<file path="src/rtl/pdn_pkg.sv">
package pdn_pkg;

    typedef enum logic [2:0] {
        PH_RUN   = 3'd0,
        PH_CORES = 3'd1,
        PH_ACP   = 3'd2,
        PH_FLUSH = 3'd3,
        PH_IDLE  = 3'd4,
        PH_CLAMP = 3'd5,
        PH_OFF   = 3'd6
    } pdn_phase_e;

    typedef struct packed {
        pdn_phase_e phase;
        logic       err;
        logic       acp_inact;
        logic       snp_req;
        logic       use_chi;
        logic       clamp;
        logic       pwr_off;
    } pdn_state_t;

endpackage

</file>
<file path="src/rtl/pdn_wait_timer.sv">
module pdn_wait_timer #(
    parameter int W = 16
) (
    input  logic         clk,
    input  logic         rst_n,
    input  logic         active,
    input  logic         restart,
    input  logic [W-1:0] limit,
    output logic         expired
);
    logic [W-1:0] cnt_d, cnt_q;

    assign expired = active && (limit != '0) && (cnt_q == limit);

    always_comb begin
        cnt_d = cnt_q;
        if (restart || !active) begin
            cnt_d = '0;
        end else if (!expired) begin
            cnt_d = cnt_q + 1'b1;
        end
    end

    always_ff @(posedge clk or negedge rst_n) begin
        if (!rst_n) begin
            cnt_q <= '0;
        end else begin
            cnt_q <= cnt_d;
        end
    end
endmodule

</file>
<file path="src/rtl/pdn_snoop_sel.sv">
module pdn_snoop_sel (
    input  logic req,
    input  logic use_chi,
    output logic ace_inact,
    output logic chi_inact
);
    // Only the interface chosen at request time ever sees the request.
    assign ace_inact = req && !use_chi;
    assign chi_inact = req &&  use_chi;
endmodule

</file>
<file path="src/rtl/cluster_pdn_seq.sv">
module cluster_pdn_seq #(
    parameter int NUM_CORES = 4,
    parameter int TMO_W     = 16
) (
    input  logic             clk,
    input  logic             rst_n,
    input  logic             pdn_req,
    input  logic [NUM_CORES-2:0] core_down,
    input  logic             acp_present,
    input  logic             acp_master_idle,
    input  logic             proto_chi,
    input  logic             flush_done,
    input  logic             l2_idle,
    input  logic [TMO_W-1:0] tmo_limit,
    output logic             acp_inact,
    output logic             ace_snp_inact,
    output logic             chi_snp_inact,
    output logic             clamp_en,
    output logic             pwr_off_top,
    output logic             pwr_off_l2,
    output logic [2:0]       phase,
    output logic             tmo_err
);
    import pdn_pkg::*;

    localparam int NON_LEAD = NUM_CORES - 1;

    pdn_state_t s_d, s_q;
    logic       others_down;
    logic       in_wait;
    logic       restart;
    logic       expired;

    assign others_down = (core_down == {NON_LEAD{1'b1}});
    assign in_wait = (s_q.phase == PH_CORES) || (s_q.phase == PH_ACP) ||
                     (s_q.phase == PH_FLUSH) || (s_q.phase == PH_IDLE);

    always_comb begin
        s_d = s_q;
        if (!s_q.err) begin
            unique case (s_q.phase)
                PH_RUN: begin
                    if (pdn_req) begin
                        s_d.phase   = PH_CORES;
                        s_d.use_chi = proto_chi;
                    end
                end
                PH_CORES: begin
                    if (others_down) begin
                        s_d.phase = acp_present ? PH_ACP : PH_FLUSH;
                    end
                end
                PH_ACP: begin
                    if (acp_master_idle) begin
                        s_d.acp_inact = 1'b1;
                        s_d.phase     = PH_FLUSH;
                    end
                end
                PH_FLUSH: begin
                    if (flush_done) begin
                        s_d.snp_req = 1'b1;
                        s_d.phase   = PH_IDLE;
                    end
                end
                PH_IDLE: begin
                    if (l2_idle) begin
                        s_d.clamp = 1'b1;
                        s_d.phase = PH_CLAMP;
                    end
                end
                PH_CLAMP: begin
                    // Clamps settle for one cycle before the switches open.
                    s_d.pwr_off = 1'b1;
                    s_d.phase   = PH_OFF;
                end
                default: begin
                    s_d = s_q;
                end
            endcase
            if (expired && (s_d.phase == s_q.phase)) begin
                s_d.err = 1'b1;
            end
        end
    end

    assign restart = (s_d.phase != s_q.phase);

    always_ff @(posedge clk or negedge rst_n) begin
        if (!rst_n) begin
            s_q <= '{phase: PH_RUN, default: 1'b0};
        end else begin
            s_q <= s_d;
        end
    end

    pdn_wait_timer #(.W(TMO_W)) i_timer (
        .clk     (clk),
        .rst_n   (rst_n),
        .active  (in_wait && !s_q.err),
        .restart (restart),
        .limit   (tmo_limit),
        .expired (expired)
    );

    pdn_snoop_sel i_snoop (
        .req       (s_q.snp_req),
        .use_chi   (s_q.use_chi),
        .ace_inact (ace_snp_inact),
        .chi_inact (chi_snp_inact)
    );

    assign acp_inact   = s_q.acp_inact;
    assign clamp_en    = s_q.clamp;
    assign pwr_off_top = s_q.pwr_off;
    assign pwr_off_l2  = s_q.pwr_off;
    assign phase       = s_q.phase;
    assign tmo_err     = s_q.err;
endmodule

</file>
<file path="config.mk">
export PLATFORM = sky130hd
export DESIGN_NAME = cluster_pdn_seq
export DESIGN_NICKNAME = d
export VERILOG_FILES = /design/src/rtl/pdn_pkg.sv /design/src/rtl/pdn_wait_timer.sv /design/src/rtl/pdn_snoop_sel.sv /design/src/rtl/cluster_pdn_seq.sv
export SDC_FILE = /design/constraint.sdc
export NUM_CORES = 1
export LEC_CHECK = 0
export BUFFER_PORTS_ARGS = -buffer_cell sky130_fd_sc_hd__buf_2
export CAP_MARGIN = 20
export CORE_MARGIN = 3
export CORE_UTILIZATION = 40
export DETAILED_ROUTE_END_ITERATION = 16
export MAX_ROUTING_LAYER = met4
export PLACE_DENSITY = 0.7
export SLEW_MARGIN = 20
export SYNTH_ARGS = -nofsm -noshare
export SYNTH_HDL_FRONTEND = slang
export SYNTH_SLANG_ARGS = --single-unit
</file>
<file path="constraint.sdc">
create_clock -name clk -period 2.2 [get_ports clk]
set_clock_uncertainty 0.05 [all_clocks]
set_input_delay 0.33 -clock clk [delete_from_list [all_inputs] [get_ports clk]]
set_output_delay 0.33 -clock clk [all_outputs]
set_load 0.005 [all_outputs]
</file>
==> summary.txt, run 1 <==
run status: finished, final reports clean
drt pass-1 iters: 4
fin util: 53.6%
Final setup viols: 0
maximum clock insertion buffer count: 2
top cells by area, synth: dfrtp_1, xor2_1, nand2_1
setup TNS: 0 ns
Buffers on Ports: 36
commonest cells after routing, fill and taps aside: buf_2, dfrtp_1, nand2_1
Fillers: 333
Slew HR: 62.9%
Mean Syn Cell Area: 9.36 um^2
Seq/Total Area, Yosys: 40.7%
CP Class: reg2reg
critical path data arrival time: 2.19 ns
reg-to-reg slack, setup: 0.17 ns
Mapped Cells: 164
Max Cap Violations: 0
Worst Hold Path EP: s_q[2]$_DFFE_PN0P_
VDD IR-drop max: 0.000360 V
top layer in use: met4
metal3 WL: 227 um
H-tree depth: 1
total congestion overflow: 0
Die X: 68.0 um
Initial Util: 43.6%
DR DRC count: 0
Via Count: 1393
FFs w/ async S/R, synth: 100%
number of synthesized flops with an enable pin: 0
layout cells sized above 1: 29.7%
Slew Limit Fails: 0
Cell Area, Synth: 1540 um^2
largest net degree at the start of global routing: 26
post-synth cell types: 43
FF-to-FF Start: phase[2]$_DFF_PN0_
CTS sink count: 25
Critical Path RT: 2.36 ns
latest clock arrival within the worst-skew pair: 0.27 ns
Static Leak: 0.877 nW
CTS buffer count: 3
syn_nets: 192
wire length per cell: 14.5 um
Die ar.: 4620 um^2
synthesized flop and latch total: 25
PwrDens: 520 nW/um^2
First DRT Iteration DRCs: 131
number of diodes: 0
WL final: 3710 um
period utilization: 92.4%
Post-Route M1 WL: 1720 um
boundary pin count: 37
RSZ-0062 raised after global routing: no
first-pass GRT wire length: 6200 um
DR vias/cell: 5.46
R2R Path End: i_timer.cnt_q[10]$_DFFE_PN0P_
Max Fclk: 492 MHz
area share of the largest cell type after synthesis: 40.7%
hold path cells: 2
DP HPWL: 2950 um
final hold viol count: 0
Final min period: 2.03 ns
Final GP Congestion: 0.925
Crit Path Max Fanout: 10
Synth area leader: dfrtp_1
top_reg_cell synth: dfrtp_1
DRT antenna net count: 0
Die Ht: 68.0 um
initial antenna violation count: 0
Critical Path Sink Type: flop
row count: 21
worst slew pin tran: 0.557 ns
Met2 Wirelength: 1730 um
most common cell after layout, fill and taps aside: buf_2
vias in the first global route: 1328
gr usage total: 18.3%
r2r worst-path depth: 7
NumNets Final: 238
Worst-path clk slew: 0.09 ns
CTS tree: built
crit start category: flop
Hold Startpoint: proto_chi
CTS root buffer: clkbuf_8
Core ar.: 3520 um^2
Ys Warns: 0
area delta synth->final: 23.0%
Hold WC Path Type: in2reg
## cell usage after synthesis (2+ instances only)
master / n
dfrtp_1: 25
nand2_1: 17
xor2_1: 14
o21ai_0: 11
nor2_1: 7
nor4_1: 7
o211ai_1: 7
a21oi_1: 6
nand3_1: 6
xnor2_1: 6
or3_1: 5
or4_1: 5
buf_2: 3
inv_1: 3
mux2i_1: 3
nand4_1: 3
nor3_1: 3
a31o_2: 2
a41o_1: 2
and2_1: 2
and3_4: 2
clkbuf_1: 2
nand3b_1: 2
nor2b_1: 2
## where the power goes
part,leakage [nW],internal (mW),total [mW],switching (mW)
sequential,0.330,0.479,0.502,0.0233
combinational,0.525,0.0971,0.206,0.109
clock,0.0217,0.128,0.273,0.145
## area by class of cell
cell class                      count  area (um^2)  share of cell area (%)
Multi-Input combinational cell    129          870                    46.1
Tap cell                           46         57.6                    3.05
Inverter                            3         11.3                   0.596
Timing Repair Buffer               48          273                    14.4
Clock inverter                      1         7.51                   0.398
Clock buffer                        3         41.3                    2.19
Sequential cell                    25          628                    33.3
## cell families after synthesis
logic type	Yosys count	synth area share, %
muxes	4	2.69
adders and majority gates	1	0.815
and+or+nand+nor	68	25.6
xor gates and xnor gates	20	11.4
AOI/OAI and AO/OA	36	15.3
DFF	25	40.7
buffers and inverters	10	3.42
## per-stage QoR
step / cells / hold slack, ns / cell area (um^2) / setup slack (ns) / power (mW)
after detailed placement: 248 / 0.308 / 1800 / 0.0238 / 0.714
after global placement: 248 / 0.304 / 1800 / 0.0497 / 0.713
final: 255 / 0.249 / 1890 / 0.167 / 0.982
after global routing: 255 / 0.229 / 1890 / 0.0246 / 1.05
after floorplan: 164 / -0.0156 / 1540 / 0.404 / 0.619
after CTS: 253 / 0.244 / 1860 / 0.000129 / 0.997
## timing repair
action,CTS,global route
setup buffers,0,2
endpoints found under the setup margin,0,14
hold endpoints to repair,11,0
gates resized for setup,0,5
hold buffers,1,0
## critical path: stages, from the launching register on
cell,delay [ns]
dfrtp_2,0.48
buf_4,0.17
a31oi_1,0.16
o211ai_1,0.10
o21ai_1,0.10
nand4b_1,0.26
or4_1,0.57
nand2_1,0.08
## registers in the layout (all words and copies together) (netlist names)
| signal | flops |
|---|---|
| tmo_err | 1 |
| i_timer.cnt_q | 16 |
| s_q | 2 |
| phase | 3 |
| acp_inact | 1 |
| clamp_en | 1 |
| pwr_off_l2 | 1 |
## worst max path at each step
stage	start	endpoint	slack [ns]	cells past startpoint
3_5_place_dp	phase[2]$_DFF_PN0_	i_timer.cnt_q[15]$_DFFE_PN0P_	0.02	6
5_1_grt	phase[2]$_DFF_PN0_	i_timer.cnt_q[10]$_DFFE_PN0P_	0.02	7
2_1_floorplan	phase[0]$_DFF_PN0_	i_timer.cnt_q[11]$_DFFE_PN0P_	0.40	8
4_1_cts	phase[2]$_DFF_PN0_	i_timer.cnt_q[15]$_DFFE_PN0P_	0.0001	6
3_3_place_gp	phase[2]$_DFF_PN0_	i_timer.cnt_q[15]$_DFFE_PN0P_	0.05	6
6_report	phase[2]$_DFF_PN0_	i_timer.cnt_q[10]$_DFFE_PN0P_	0.17	7
## layer usage
metal | vias to the layer above | GRT usage (%)
met2 | 39 | 27.0
met4 | 0 | 5.46
li1 | 696 | -
met1 | 654 | 24.8
met5 | - | -
met3 | 4 | 4.43
(Power assumes the default switching activity.)
==> run 2: changes to the inputs <==
- clock period: 2.2 -> 2.3 ns (I/O delays scaled with it)
==> run 2 against run 1 <==
The flow now finishes with violations (hold timing). Clock power decreased by 5%. Sequential power decreased by 3%. Critical endpoint is now i_timer.cnt_q[13]$_DFFE_PN0P_. Largest power group unchanged. Count of clock-buffer cells in the layout unchanged. Worst hold slack got worse by 0.25 ns. Critical path depth increased by 1.
==> summary.txt, run 2 (synthesis gave the netlist of run 1 again) <==
run status: finished with violations
failing checks: hold timing
maximum clock insertion buffer count: 2
Initial Util: 43.6%
Final min period: 2.15 ns
H-tree depth: 1
Max stage delay on crit path: 0.50 ns
Final setup viols: 0
layout cells sized above 1: 28.6%
hold_ws: -0.000500 ns
CTS buffer count: 3
switching share of power: 28.4%
area delta synth->final: 20.6%
Slew HR: 63.1%
First DRT Iteration DRCs: 53
NumNets Final: 235
CTS root buffer: clkbuf_8
largest net degree at the start of global routing: 26
CTS tree: built
CTS sink count: 25
final hold viol count: 2
first-pass GRT wire length: 6120 um
FF/Latch Area: 627 um^2
sequential share of power: 52.4%
CTS Hold Bufs: 0
Hold WC Path Type: in2async
DRT antenna net count: 0
gr usage total: 18.1%
row count: 21
Static Leak: 0.863 nW
Slew Limit Fails: 0
Net Switching: 0.263 mW
Crit Path Max Fanout: 11
Core ar.: 3520 um^2
DR DRC count: 0
WL final: 3740 um
Final GP Congestion: 0.846
total congestion overflow: 0
latest clock arrival within the worst-skew pair: 0.27 ns
Buffers on Ports: 36
Fillers: 355
setup TNS: 0 ns
Overall Power: 0.926 mW
most common cell after layout, fill and taps aside: buf_2
initial antenna violation count: 0
commonest cells after routing, fill and taps aside: buf_2, dfrtp_1, nand2_1
Die ar.: 4620 um^2
Largest register FFs: 16
number of diodes: 0
Die Ht: 68.0 um
Bufs and invs on worst path: 2
worst slew pin tran: 0.554 ns
DR vias/cell: 5.54
crit path max-delay cell type: dfrtp_1
period utilization: 93.6%
Most flops, register: i_timer.cnt_q
vias in the first global route: 1300
crit-path leading delay family: simple AND/OR/NAND/NOR gates
boundary pin count: 37
Multi-input gate area: 862 um^2
crit start category: flop
critical path data arrival time: 2.32 ns
Comb pwr share: 19.6%
Clock power frac: 28.0%
final non-filler cell total: 252
wire length per cell: 14.9 um
VDD IR-drop max: 0.000316 V
CP dominant cell by count: buf_4
DP HPWL: 2890 um
Critical Path RT: 2.47 ns
drt pass-1 iters: 4
Max Cap Violations: 0
cells along the critical path: nor3_2 -> nor4_1 -> nand4_1 -> buf_4 -> o21ai_2 -> buf_4 -> or4_1 -> nand2_1
Worst-path clk slew: 0.09 ns
PwrDens: 500 nW/um^2
Via Count: 1396
Internal: 0.663 mW
Die X: 68.0 um
Critical Path Sink Type: flop
placed cell count: 246
CP Class: reg2reg
Max Fclk: 465 MHz
-- run 2: worst reg2reg max path: cells and delay by family, from the launching register on --
kind | cells | cell delay [ns]
AND/OR/NAND/NOR | 5 | 1.17
buffers and inverters | 2 | 0.31
AO/OA/AOI/OAI | 1 | 0.06
flip-flops | 1 | 0.50
-- run 2: worst paths after layout --
path                                       startpoint  depth (start not counted)  slack, ns                             to
worst min-delay path                            rst_n                          1    -0.0005  i_timer.cnt_q[13]$_DFFE_PN0P_
max in group asynchronous                       rst_n                          1       1.80             phase[2]$_DFF_PN0_
worst max-delay path               phase[0]$_DFF_PN0_                          8       0.15  i_timer.cnt_q[13]$_DFFE_PN0P_
worst min register to register  acp_inact$_DFFE_PN0P_                          1       0.42          acp_inact$_DFFE_PN0P_
worst max register to register     phase[0]$_DFF_PN0_                          8       0.15  i_timer.cnt_q[13]$_DFFE_PN0P_
min in group clk                            proto_chi                          2       0.26             s_q[2]$_DFFE_PN0P_
-- run 2: what timing repair did --
action | in CTS | in global routing
resized for setup | 0 | 2
setup endpoints to repair | 0 | 12
buffers inserted | 0 | 2
-- run 2: cell type report --
cell class | count | share of cell area (%)
sequential | 25 | 33.9
inverter | 3 | 0.608
clock buffer | 3 | 2.23
clock inverter | 1 | 0.270
timing repair buffer | 45 | 13.4
multi-input combinational | 129 | 46.6
tap | 46 | 3.11
-- run 2: layer usage --
layer | GRT usage, % | part of all wire, % | vias up | routed length, um
li1 | - | - | 692 | -
met1 | 23.9 | 46 | 674 | 1740
met2 | 27.3 | 48 | 23 | 1790
met3 | 4.27 | 4.0 | 7 | 149
met4 | 5.46 | 1.8 | 0 | 69
met5 | - | 0 | - | 0
-- run 2: metrics by stage --
stage               hold slack (ns)  instance area (um^2)  setup slack (ns)  utilization (%)
CTS                          0.0286                  1830            0.0580             52.0
global placement              0.320                  1780             0.153             50.7
finish                    -0.000500                  1850             0.148             52.6
detailed placement            0.332                  1780            0.0835             50.7
floorplan                 -0.000591                  1540             0.504                -
global route                 0.0319                  1850          -0.00340             52.6
-- run 2: power groups by stage --
stage                     Clock [mW]  Combinational (mW)  Sequential (mW)
final                          0.259               0.181            0.486
after global routing           0.294               0.206            0.491
after CTS                      0.271               0.183            0.485
after detailed placement           0               0.182            0.494
after global placement             0               0.180            0.493
after floorplan                    0               0.110            0.482
